File: src/rtl/uart_word_rx_pkg.sv
package uart_word_rx_pkg;
  localparam int LANES  = 4;
  localparam int BYTE_W = 8;
  localparam int WORD_W = LANES * BYTE_W;
  localparam int LANE_W = $clog2(LANES);

  typedef struct packed {
    logic              loadByte;
    logic              pushWord;
    logic              clearPack;
    logic              clearErr;
    logic [LANE_W-1:0] lane;
  } packStrobe_t;
endpackage

File: src/rtl/rx_bit_sampler.sv
module rx_bit_sampler #(
  parameter int CLKS_PER_BIT = 16
) (
  input  logic       clk,
  input  logic       rstN,
  input  logic       rxLine,
  output logic       charValid,
  output logic [7:0] charByte,
  output logic       startPulse,
  output logic       busy
);
  localparam int CW   = $clog2(CLKS_PER_BIT);
  localparam int HALF = CLKS_PER_BIT / 2;

  typedef enum logic [1:0] {S_IDLE, S_START, S_DATA, S_STOP} sampState_t;

  sampState_t state;
  logic [1:0] syncReg;
  logic [CW-1:0] cnt;
  logic [2:0] bitIdx;
  logic [7:0] shiftReg;
  logic lineS;

  assign lineS    = syncReg[1];
  assign charByte = shiftReg;
  assign busy     = (state != S_IDLE);

  always_ff @(posedge clk) begin
    if (!rstN) begin
      syncReg    <= 2'b11;
      state      <= S_IDLE;
      cnt        <= '0;
      bitIdx     <= '0;
      shiftReg   <= '0;
      charValid  <= 1'b0;
      startPulse <= 1'b0;
    end else begin
      syncReg    <= {syncReg[0], rxLine};
      charValid  <= 1'b0;
      startPulse <= 1'b0;
      case (state)
        S_IDLE: if (!lineS) begin
          state      <= S_START;
          cnt        <= '0;
          startPulse <= 1'b1;
        end
        S_START: if (cnt == CW'(HALF - 1)) begin
          cnt    <= '0;
          bitIdx <= '0;
          state  <= lineS ? S_IDLE : S_DATA;
        end else cnt <= cnt + 1'b1;
        S_DATA: if (cnt == CW'(CLKS_PER_BIT - 1)) begin
          cnt      <= '0;
          shiftReg <= {lineS, shiftReg[7:1]};
          bitIdx   <= bitIdx + 1'b1;
          if (bitIdx == 3'd7) state <= S_STOP;
        end else cnt <= cnt + 1'b1;
        default: if (cnt == CW'(CLKS_PER_BIT - 1)) begin
          cnt       <= '0;
          charValid <= 1'b1;
          state     <= S_IDLE;
        end else cnt <= cnt + 1'b1;
      endcase
    end
  end

  // a character is only delivered after the stop-bit phase
  assert_char_from_stop_R1: assert property (@(posedge clk) disable iff (!rstN)
    charValid |-> $past(state == S_STOP));
endmodule

File: src/rtl/rx_xfer_ctrl.sv
module rx_xfer_ctrl
  import uart_word_rx_pkg::*;
#(
  parameter int CLKS_PER_BIT = 16,
  parameter int CNT_W        = 16,
  parameter int TMO_W        = 8
) (
  input  logic             clk,
  input  logic             rstN,
  input  logic             charValid,
  input  logic             startPulse,
  input  logic             rxBusy,
  input  logic             xferWr,
  input  logic [CNT_W-1:0] xferCount,
  input  logic [TMO_W-1:0] staleTimeout,
  input  logic             cmdStaleEn,
  input  logic             cmdStaleDis,
  input  logic             cmdStaleClr,
  input  logic             cmdErrClr,
  output packStrobe_t      strobes,
  output logic             staleIrq,
  output logic [CNT_W-1:0] snapCount
);
  localparam int CHAR_CLKS = 10 * CLKS_PER_BIT;
  localparam int TW        = $clog2(CHAR_CLKS);

  logic             xferActive;
  logic [CNT_W-1:0] target;
  logic [CNT_W-1:0] charCnt;
  logic [CNT_W-1:0] cntNext;
  logic [LANE_W-1:0] lane;
  logic             staleEn;
  logic [TW-1:0]    tickCnt;
  logic [TMO_W-1:0] charTimes;
  logic             acceptChar;
  logic             reachTarget;
  logic             staleFire;

  always_comb begin
    acceptChar  = charValid && xferActive && !xferWr;
    cntNext     = charCnt + 1'b1;
    reachTarget = acceptChar && (cntNext == target);
    staleFire   = xferActive && !xferWr && staleEn && !acceptChar && !rxBusy &&
                  (charCnt != '0) && (charTimes >= staleTimeout);
    strobes.loadByte  = acceptChar;
    strobes.lane      = lane;
    strobes.pushWord  = (acceptChar && ((lane == LANE_W'(LANES - 1)) || reachTarget)) ||
                        (staleFire && (lane != '0));
    strobes.clearPack = xferWr;
    strobes.clearErr  = cmdErrClr;
  end

  always_ff @(posedge clk) begin
    if (!rstN) begin
      tickCnt   <= '0;
      charTimes <= '0;
    end else if (startPulse || xferWr) begin
      tickCnt   <= '0;
      charTimes <= '0;
    end else if (tickCnt == TW'(CHAR_CLKS - 1)) begin
      tickCnt <= '0;
      if (charTimes != '1) charTimes <= charTimes + 1'b1;
    end else begin
      tickCnt <= tickCnt + 1'b1;
    end
  end

  always_ff @(posedge clk) begin
    if (!rstN) begin
      staleEn    <= 1'b0;
      staleIrq   <= 1'b0;
      xferActive <= 1'b0;
      target     <= '0;
      charCnt    <= '0;
      lane       <= '0;
      snapCount  <= '0;
    end else begin
      if (cmdStaleEn) staleEn <= 1'b1;
      else if (cmdStaleDis) staleEn <= 1'b0;
      if (staleFire) staleIrq <= 1'b1;
      else if (cmdStaleClr) staleIrq <= 1'b0;
      if (xferWr) begin
        xferActive <= 1'b1;
        target     <= xferCount;
        charCnt    <= '0;
        lane       <= '0;
      end else if (acceptChar) begin
        charCnt <= cntNext;
        lane    <= strobes.pushWord ? '0 : lane + 1'b1;
        if (reachTarget) begin
          xferActive <= 1'b0;
          snapCount  <= cntNext;
        end
      end else if (staleFire) begin
        xferActive <= 1'b0;
        snapCount  <= charCnt;
        lane       <= '0;
      end
    end
  end

  // the count never runs past a non-zero target
  assert_count_bound_R4: assert property (@(posedge clk) disable iff (!rstN)
    (xferActive && target != '0) |-> (charCnt < target));
  // idle flag can only rise while the timeout is enabled
  assert_stale_needs_enable_R6: assert property (@(posedge clk) disable iff (!rstN)
    $rose(staleIrq) |-> $past(staleEn));
  // snapshot moves only when a transfer closes
  assert_snap_at_close_R5: assert property (@(posedge clk) disable iff (!rstN)
    (snapCount != $past(snapCount)) |-> ($past(xferActive) && !xferActive));
endmodule

File: src/rtl/rx_pack_fifo.sv
module rx_pack_fifo
  import uart_word_rx_pkg::*;
#(
  parameter int DEPTH = 8
) (
  input  logic              clk,
  input  logic              rstN,
  input  packStrobe_t       strobes,
  input  logic [BYTE_W-1:0] charByte,
  input  logic              popReq,
  output logic              rxReady,
  output logic [WORD_W-1:0] rdData,
  output logic              overrun
);
  localparam int AW = $clog2(DEPTH);

  logic [WORD_W-1:0] mem [DEPTH];
  logic [WORD_W-1:0] packReg;
  logic [WORD_W-1:0] nextWord;
  logic [AW:0] wrPtr, rdPtr;
  logic full, empty;

  for (genvar g = 0; g < LANES; g++) begin : g_lane
    assign nextWord[g*BYTE_W +: BYTE_W] =
      (strobes.loadByte && strobes.lane == LANE_W'(g)) ? charByte
                                                        : packReg[g*BYTE_W +: BYTE_W];
  end

  assign empty   = (wrPtr == rdPtr);
  assign full    = (wrPtr[AW] != rdPtr[AW]) && (wrPtr[AW-1:0] == rdPtr[AW-1:0]);
  assign rxReady = !empty;
  assign rdData  = mem[rdPtr[AW-1:0]];

  always_ff @(posedge clk) begin
    if (strobes.pushWord && !full) mem[wrPtr[AW-1:0]] <= nextWord;
  end

  always_ff @(posedge clk) begin
    if (!rstN) begin
      packReg <= '0;
      wrPtr   <= '0;
      rdPtr   <= '0;
      overrun <= 1'b0;
    end else begin
      if (strobes.clearPack || strobes.pushWord) packReg <= '0;
      else if (strobes.loadByte) packReg <= nextWord;
      if (strobes.pushWord && !full) wrPtr <= wrPtr + 1'b1;
      if (strobes.pushWord && full) overrun <= 1'b1;
      else if (strobes.clearErr) overrun <= 1'b0;
      if (popReq && !empty) rdPtr <= rdPtr + 1'b1;
    end
  end

  // overrun only rises because of a push into a full FIFO
  assert_overrun_cause_R9: assert property (@(posedge clk) disable iff (!rstN)
    $rose(overrun) |-> $past(strobes.pushWord && full));
  // popping an empty FIFO leaves the read pointer alone
  assert_pop_empty_R8: assert property (@(posedge clk) disable iff (!rstN)
    (popReq && empty) |=> (rdPtr == $past(rdPtr)));
endmodule

File: src/rtl/uart_word_rx.sv
module uart_word_rx
  import uart_word_rx_pkg::*;
#(
  parameter int CLKS_PER_BIT = 16,
  parameter int FIFO_DEPTH   = 8,
  parameter int CNT_W        = 16,
  parameter int TMO_W        = 8
) (
  input  logic             clk,
  input  logic             rstN,
  input  logic             rxLine,
  input  logic             xferWr,
  input  logic [CNT_W-1:0] xferCount,
  input  logic [TMO_W-1:0] staleTimeout,
  input  logic             cmdStaleEn,
  input  logic             cmdStaleDis,
  input  logic             cmdStaleClr,
  input  logic             cmdErrClr,
  input  logic             popReq,
  output logic             rxReady,
  output logic [31:0]      rdData,
  output logic             overrun,
  output logic             staleIrq,
  output logic [CNT_W-1:0] snapCount
);
  logic charValid, startPulse, rxBusy;
  logic [7:0] charByte;
  packStrobe_t strobes;

  rx_bit_sampler #(.CLKS_PER_BIT(CLKS_PER_BIT)) uSampler (
    .clk(clk), .rstN(rstN), .rxLine(rxLine), .charValid(charValid),
    .charByte(charByte), .startPulse(startPulse), .busy(rxBusy));

  rx_xfer_ctrl #(.CLKS_PER_BIT(CLKS_PER_BIT), .CNT_W(CNT_W), .TMO_W(TMO_W)) uCtrl (
    .clk(clk), .rstN(rstN), .charValid(charValid), .startPulse(startPulse),
    .rxBusy(rxBusy), .xferWr(xferWr), .xferCount(xferCount),
    .staleTimeout(staleTimeout), .cmdStaleEn(cmdStaleEn), .cmdStaleDis(cmdStaleDis),
    .cmdStaleClr(cmdStaleClr), .cmdErrClr(cmdErrClr), .strobes(strobes),
    .staleIrq(staleIrq), .snapCount(snapCount));

  rx_pack_fifo #(.DEPTH(FIFO_DEPTH)) uData (
    .clk(clk), .rstN(rstN), .strobes(strobes), .charByte(charByte),
    .popReq(popReq), .rxReady(rxReady), .rdData(rdData), .overrun(overrun));
endmodule

File: config.mk
export PLATFORM = sky130hd
export DESIGN_NAME = uart_word_rx
export DESIGN_NICKNAME = d
export VERILOG_FILES = /design/src/rtl/uart_word_rx_pkg.sv /design/src/rtl/rx_bit_sampler.sv /design/src/rtl/rx_xfer_ctrl.sv /design/src/rtl/rx_pack_fifo.sv /design/src/rtl/uart_word_rx.sv
export SDC_FILE = /design/constraint.sdc
export NUM_CORES = 1
export LEC_CHECK = 0
export ABC_AREA = 1
export BUFFER_PORTS_ARGS = -buffer_cell sky130_fd_sc_hd__buf_2
export CAP_MARGIN = 20
export CORE_MARGIN = 2
export CORE_UTILIZATION = 45
export CTS_BUF_LIST = sky130_fd_sc_hd__clkbuf_8
export CTS_CLUSTER_DIAMETER = 120
export CTS_CLUSTER_SIZE = 30
export DETAILED_ROUTE_END_ITERATION = 12
export SYNTH_ARGS = -nofsm -noshare
export SYNTH_HDL_FRONTEND = slang
export SYNTH_HIERARCHICAL = 1
export SYNTH_SLANG_ARGS = --single-unit
File: constraint.sdc
create_clock -name clk -period 4.9 [get_ports clk]
set_input_delay 0.735 -clock clk [delete_from_list [all_inputs] [get_ports clk]]
set_output_delay 0.735 -clock clk [all_outputs]
set_load 0.005 [all_outputs]
==> Yosys cells after proc, flatten, opt, wreduce, memory -nomap -nowiden <==
Memory sizes are Yosys's and may differ from the RTL's. A register that Yosys moved wholly into a read port is not among the register bits.
Index checks and enable logic that the tools add are counted.
{ "totals": {"ramBits": 256, "regBits": 131, "output_inout_bits": 51, "mem_count": 1} }
{ "classes": {"add_sub_neg": 8, "muxes": 40, "n_reduce_logical": 52, "magnitude_cmp": 1, "eq_ne": 20, "bitwise": 2} }
{ "mem_list": {"columns": ["memory", "depth", "width", "rd", "rd_clocked_by_memory_dff", "wr", "line_no", "text"], "rows": [
  ["uData.mem", 8, 32, 1, 1, 1, "rx_pack_fifo.sv:17", "logic [WORD_W-1:0] mem [DEPTH];"]
]} }
{ "op_table": {"columns": ["op", "n"], "rows": [
  ["$mux W16", 3],
  ["$mux W8", 4],
  ["$logic_and A1 B1 Y1", 19],
  ["$mux W2", 9],
  ["$add A16 B1 Y16 const B", 1],
  ["$add A8 B1 Y8 const B", 2],
  ["$eq A16 B16 Y1", 1],
  ["$reduce_bool A16 Y1", 1],
  ["$mux W1", 14],
  ["$reduce_bool A2 Y1", 7],
  ["$add A4 B1 Y4 const B", 3],
  ["$mux W3", 4],
  ["$mux W4", 3],
  ["$eq A8 B8 Y1 const B", 1],
  ["$ge A8 B8 Y1", 1],
  ["$ne A8 B8 Y1 const B", 1],
  ["$pmux W4 S2", 1],
  ["$reduce_and A2 Y1", 4],
  ["$eq A2 B2 Y1 const B", 3],
  ["$ne A2 B1 Y1 const B", 3],
  ["$pmux W2 S3", 1],
  ["$pmux W3 S2", 1],
  ["$reduce_and A3 Y1", 2],
  ["$reduce_bool A3 Y1", 2],
  ["19 further kinds", 32]
]} }

==> Depth between registers and ports, before layout <==
{ "depth": {"depth_word": 12, "mapped_depth": 18, "mapped_depth_nobuf": 18} }

==> Hierarchy <==
Netlist, hierarchy kept.
{ "by_module_without_submodules": {"columns": ["mod", "n_inst", "cells_each", "area_each_um2"], "rows": [
  ["rx_pack_fifo", 1, 951, 11977.7],
  ["rx_xfer_ctrl", 1, 564, 3736.1],
  ["rx_bit_sampler", 1, 116, 907.1]
]} }

==> Worst setup path before layout <==
OpenSTA, ideal clock, no wires.
{ "synth_timing": {"path_type": "input port to flip-flop", "from": "in staleTimeout[7]", "to": "mem uData/mem[0][0] (netlist name) (enable)", "stages": 13, "required_time_ns": 4.479, "path_slack_ns": 0.707, "arrival_ns": 3.772, "path_buffers": 0, "cell_sequence": "inv_1 > ha_1 > nand2_1 > nor2_1 > nand4_1 > o2111ai_1 > nand2_1 > or2_2 > o21ai_0 > nand2_2 > inv_2 > nand2_2 > nor2_1"} }
{ "synth_lines": {"columns": ["item", "line_no", "text"], "rows": [
  ["start: declaration", "uart_word_rx.sv:14", "input logic [TMO_W-1:0] staleTimeout,"],
  ["end: declaration", "rx_pack_fifo.sv:17", null]
]} }

==> results.md <==
* PD cells at 274.6 nW/um^2
* Net count, final at approximately 1700
* Final Hold Fails at 0
* Max_slew headroom at 0.3703
* Top delay family on crit path: simple AND/OR/NAND/NOR gates
* EDFF count, synth at 256
* Crit-path max cell delay at 0.48 ns
* Mapped Area at around 17000 sq um
* Mapped Nets at 1683
* Ant diodes at 0
* Chip Width at 196.2 microns
* Vias in the first global route at 10890
* PortBufs at 83
* Antenna Nets Post-Route at 0
* # DRC at 0
* Chip height at 196.2 microns
* CTS H-tree lvls at 1
* Total track usage at 0.1892
* Final min period at 3.790 ns
* Leakage at roughly 6.4 nW
* Initial antenna violation count at 0
* Starting Density at 0.4551
* Count of final setup violators at 0
* Vias at between 10000 and 15000
* Synth cell types at 45
* # hold bufs at CTS at 0
* Clk pwr share at 0.256
* CTS tree: yes
* Crit. End Element: register
* Status: finished clean
* Comb pwr share at 0.027
* Skew final at 0.01504 ns
* YS warnings at 6
* Flop pwr share at 0.717
* GR Overflow Total at 0
* Slowest-stage cell, CP: dfxtp_1
* Seq/Total Area, Yosys at 0.6239
* CP max FO at 20
* Avg Cell Area, Syn at 10.19 sq um
* Least-Margin Pin Slew at 0.9435 ns
* RD Place Congestion at 0.8402
* Clock transition at the registers of the reported paths at 0.18 ns
* Syn Inst Count at 1631
* Pre-Repair DR Iteration Count at 4
* Critical Path Most Common Cell: nor2_1
* Int Pwr at 3.855 mW
* Peak VDD IR at 0.1541 mV
* Cells along the critical path: ha_1 > nand3_1 > nor2_1 > nand4_1 > nand3_1 > nand2_1 > nor2_1 > nand3_1 > nor2_1 > nor2_1 > o21ai_0 > buf_4 > nand2_2 > inv_2 > nand2_2 > nor2_4 > buf_12
* Area delta synth->final at 6.805%
* Number of setup buffers added after CTS at 0
* IO Count at 84
* Post-CTS sizing at 0
* Root buf cell: clkbuf_8
* # rows at 70
* Max Slew Vio Count at 0
* Final period utilization at 0.7734
* Reg2reg setup slack at 1.11 ns
* Most numerous cell in the Yosys netlist: nand2_1
* CTS Buf Count at 16
* Dominant cells by area after synthesis: edfxtp_1 46%, dfxtp_1 16%, nand2_1 6.3%, nor2_1 4.9%, mux2i_1 3.9%
* Total routed wirelength at between 30 and 40 mm
* Worst EP arrival at 4.09 ns
* Setup TNS at 0 ns
* WL per Instance at 16.74 microns
* Latest clock arrival within the worst-skew pair at 0.57 ns
* Yosys top cell by area: edfxtp_1
* Die ar. at 38490 sq um
* Switch share at 0.2090
* First-pass GRT wire length at approximately 58 mm
* Hold slack final at around 0.34 ns
* Largest net degree at the start of global routing at 129
* Vias per cell at 5.239
* Final HPWL DP at ~23 mm
* Core area at roughly 37000 sq um
* Clk sinks at 390
* Primary flip-flop cell chosen by synthesis mapping: edfxtp_1
* DR iter-0 viols at approximately 950
* Crit path launch type: register
* Longest Clk Path Bufs at 3
* CP Buf/Inv Count at 3
* Share of the synthesized area in the top cell type at 0.4625
* Hold Path Class: in2reg
* Worst Path Required at 5.20 ns
* Psw at 1.018 mW
* Worst Setup Path Type: reg2reg
* Top cells by count, synth: 279 x nand2_1, 256 x edfxtp_1, 217 x nor2_1, 140 x inv_1, 134 x dfxtp_1
* Layout cells sized above 1 at 0.1123
* Post-synth ARST share at 0
* Max Cap Viol at 0
* Seq cells post-synth at just under 400
* RSZ-0062 raised after global routing: false
* Max Fclk at 263.9 MHz
worst paths after layout:
| kind | startpoint | end | cells after the start |
|---|---|---|---|
| max reg2reg | uCtrl/charCnt[0] | uData/mem[2][17] | 17 |
| min | rxLine | uSampler/syncReg[0] | 2 |
| min reg2reg | uSampler/syncReg[0] | uSampler/syncReg[1] | 1 |
| max | uCtrl/charCnt[0] | uData/mem[2][17] | 17 |
flip-flops by register name (all words and copies together), names as in the netlist, named ones only:
| name | cells |
|---|---|
| uData/mem | 256 |
| uData/packReg | 32 |
| uCtrl/charCnt | 16 |
| uCtrl/snapCount | 16 |
| uCtrl/target | 16 |
| uCtrl/charTimes | 8 |
| uCtrl/tickCnt | 8 |
| uSampler/charByte | 8 |
| uData/rdPtr | 4 |
| uData/wrPtr | 4 |
| uSampler/cnt | 4 |
| uSampler/bitIdx | 3 |
| uCtrl/lane | 2 |
| uSampler/state | 2 |
| uSampler/syncReg | 2 |
| uCtrl/staleEn | 1 |
| uCtrl/staleIrq | 1 |
| uCtrl/xferActive | 1 |
| uData/overrun | 1 |
| uSampler/charValid | 1 |
| uSampler/startPulse | 1 |
kinds of logic (layout without fill, tap and decap cells):
family / after synthesis / in the layout / synth area share
AND/OR/NAND/NOR: 650 / 650 / 0.1679
buffers and inverters: 220 / 281 / 0.05721
XOR/XNOR: 12 / 12 / 0.006324
multiplexers: 64 / 64 / 0.03854
flip-flops: 390 / 390 / 0.6239
adder cells (fa/ha/maj): 19 / 19 / 0.01430
AO/OA/AOI/OAI: 276 / 276 / 0.09184
metal layers:
| layer | track usage | part of all wire | vias to the layer above | routed length (microns) |
|---|---|---|---|---|
| li1 | - | - | 5663 | - |
| met4 | 0.03816 | 0.018 | 0 | 655 |
| met2 | 0.3281 | 0.47 | 203 | 17150 |
| met1 | 0.2585 | 0.47 | 5406 | 17110 |
| met5 | 0 | 0 | - | 0 |
| met3 | 0.02063 | 0.034 | 44 | 1238 |
power groups by stage:
stage,registers (mW),clock network (mW),logic [mW]
after floorplan,3.56,0,0.0961
after global placement,3.57,0,0.131
after detailed placement,3.57,0,0.133
after CTS,3.49,1.31,0.134
after global routing,3.50,1.41,0.156
final,3.49,1.25,0.133
final cells by class:
type | count | area, sq um
flip-flops and latches | 390 | 10380
inverters | 151 | 566.8
multi-input cells | 1021 | 5360
fillers | 3375 | 18770
clock buffers | 17 | 234.0
well taps | 468 | 585.6
repair buffers | 103 | 590.6
clock inverters | 10 | 37.54
placed cells by master (no fill, tap or decap), types with 3 or more instances in the layout:
cell and count:
o22ai_1 64, clkbuf_8 17, nor2_4 12, nor2_1 209, a211oi_1 18, o21ai_0 124
a21oi_1 60, nor2_2 4, nand3b_1 3, nand3_1 71, xnor2_1 3, nand4_1 24
nor3_1 3, edfxtp_1 256, nand2_1 279, xor2_1 9, buf_2 83, buf_4 18
inv_1 150, inv_2 10, mux2i_1 64, or2_2 24, ha_1 19, o21ai_1 4
dfxtp_1 132, nand2_2 10
per-stage QoR:
stage | util | area, sq um | power [mW] | setup WS, ns | std cells
6_report | 0.4861 | 17750 | 4.874 | 1.110 | 2160
5_1_grt | 0.4861 | 17750 | 5.063 | 0.7683 | 2160
4_1_cts | 0.4861 | 17750 | 4.934 | 1.059 | 2160
3_5_place_dp | 0.4786 | 17480 | 3.698 | 0.8963 | 2133
3_3_place_gp | 0.4786 | 17480 | 3.696 | 0.9760 | 2133
2_1_floorplan | - | 16620 | 3.658 | 0.7067 | 1631
(Power assumes the default switching activity.)
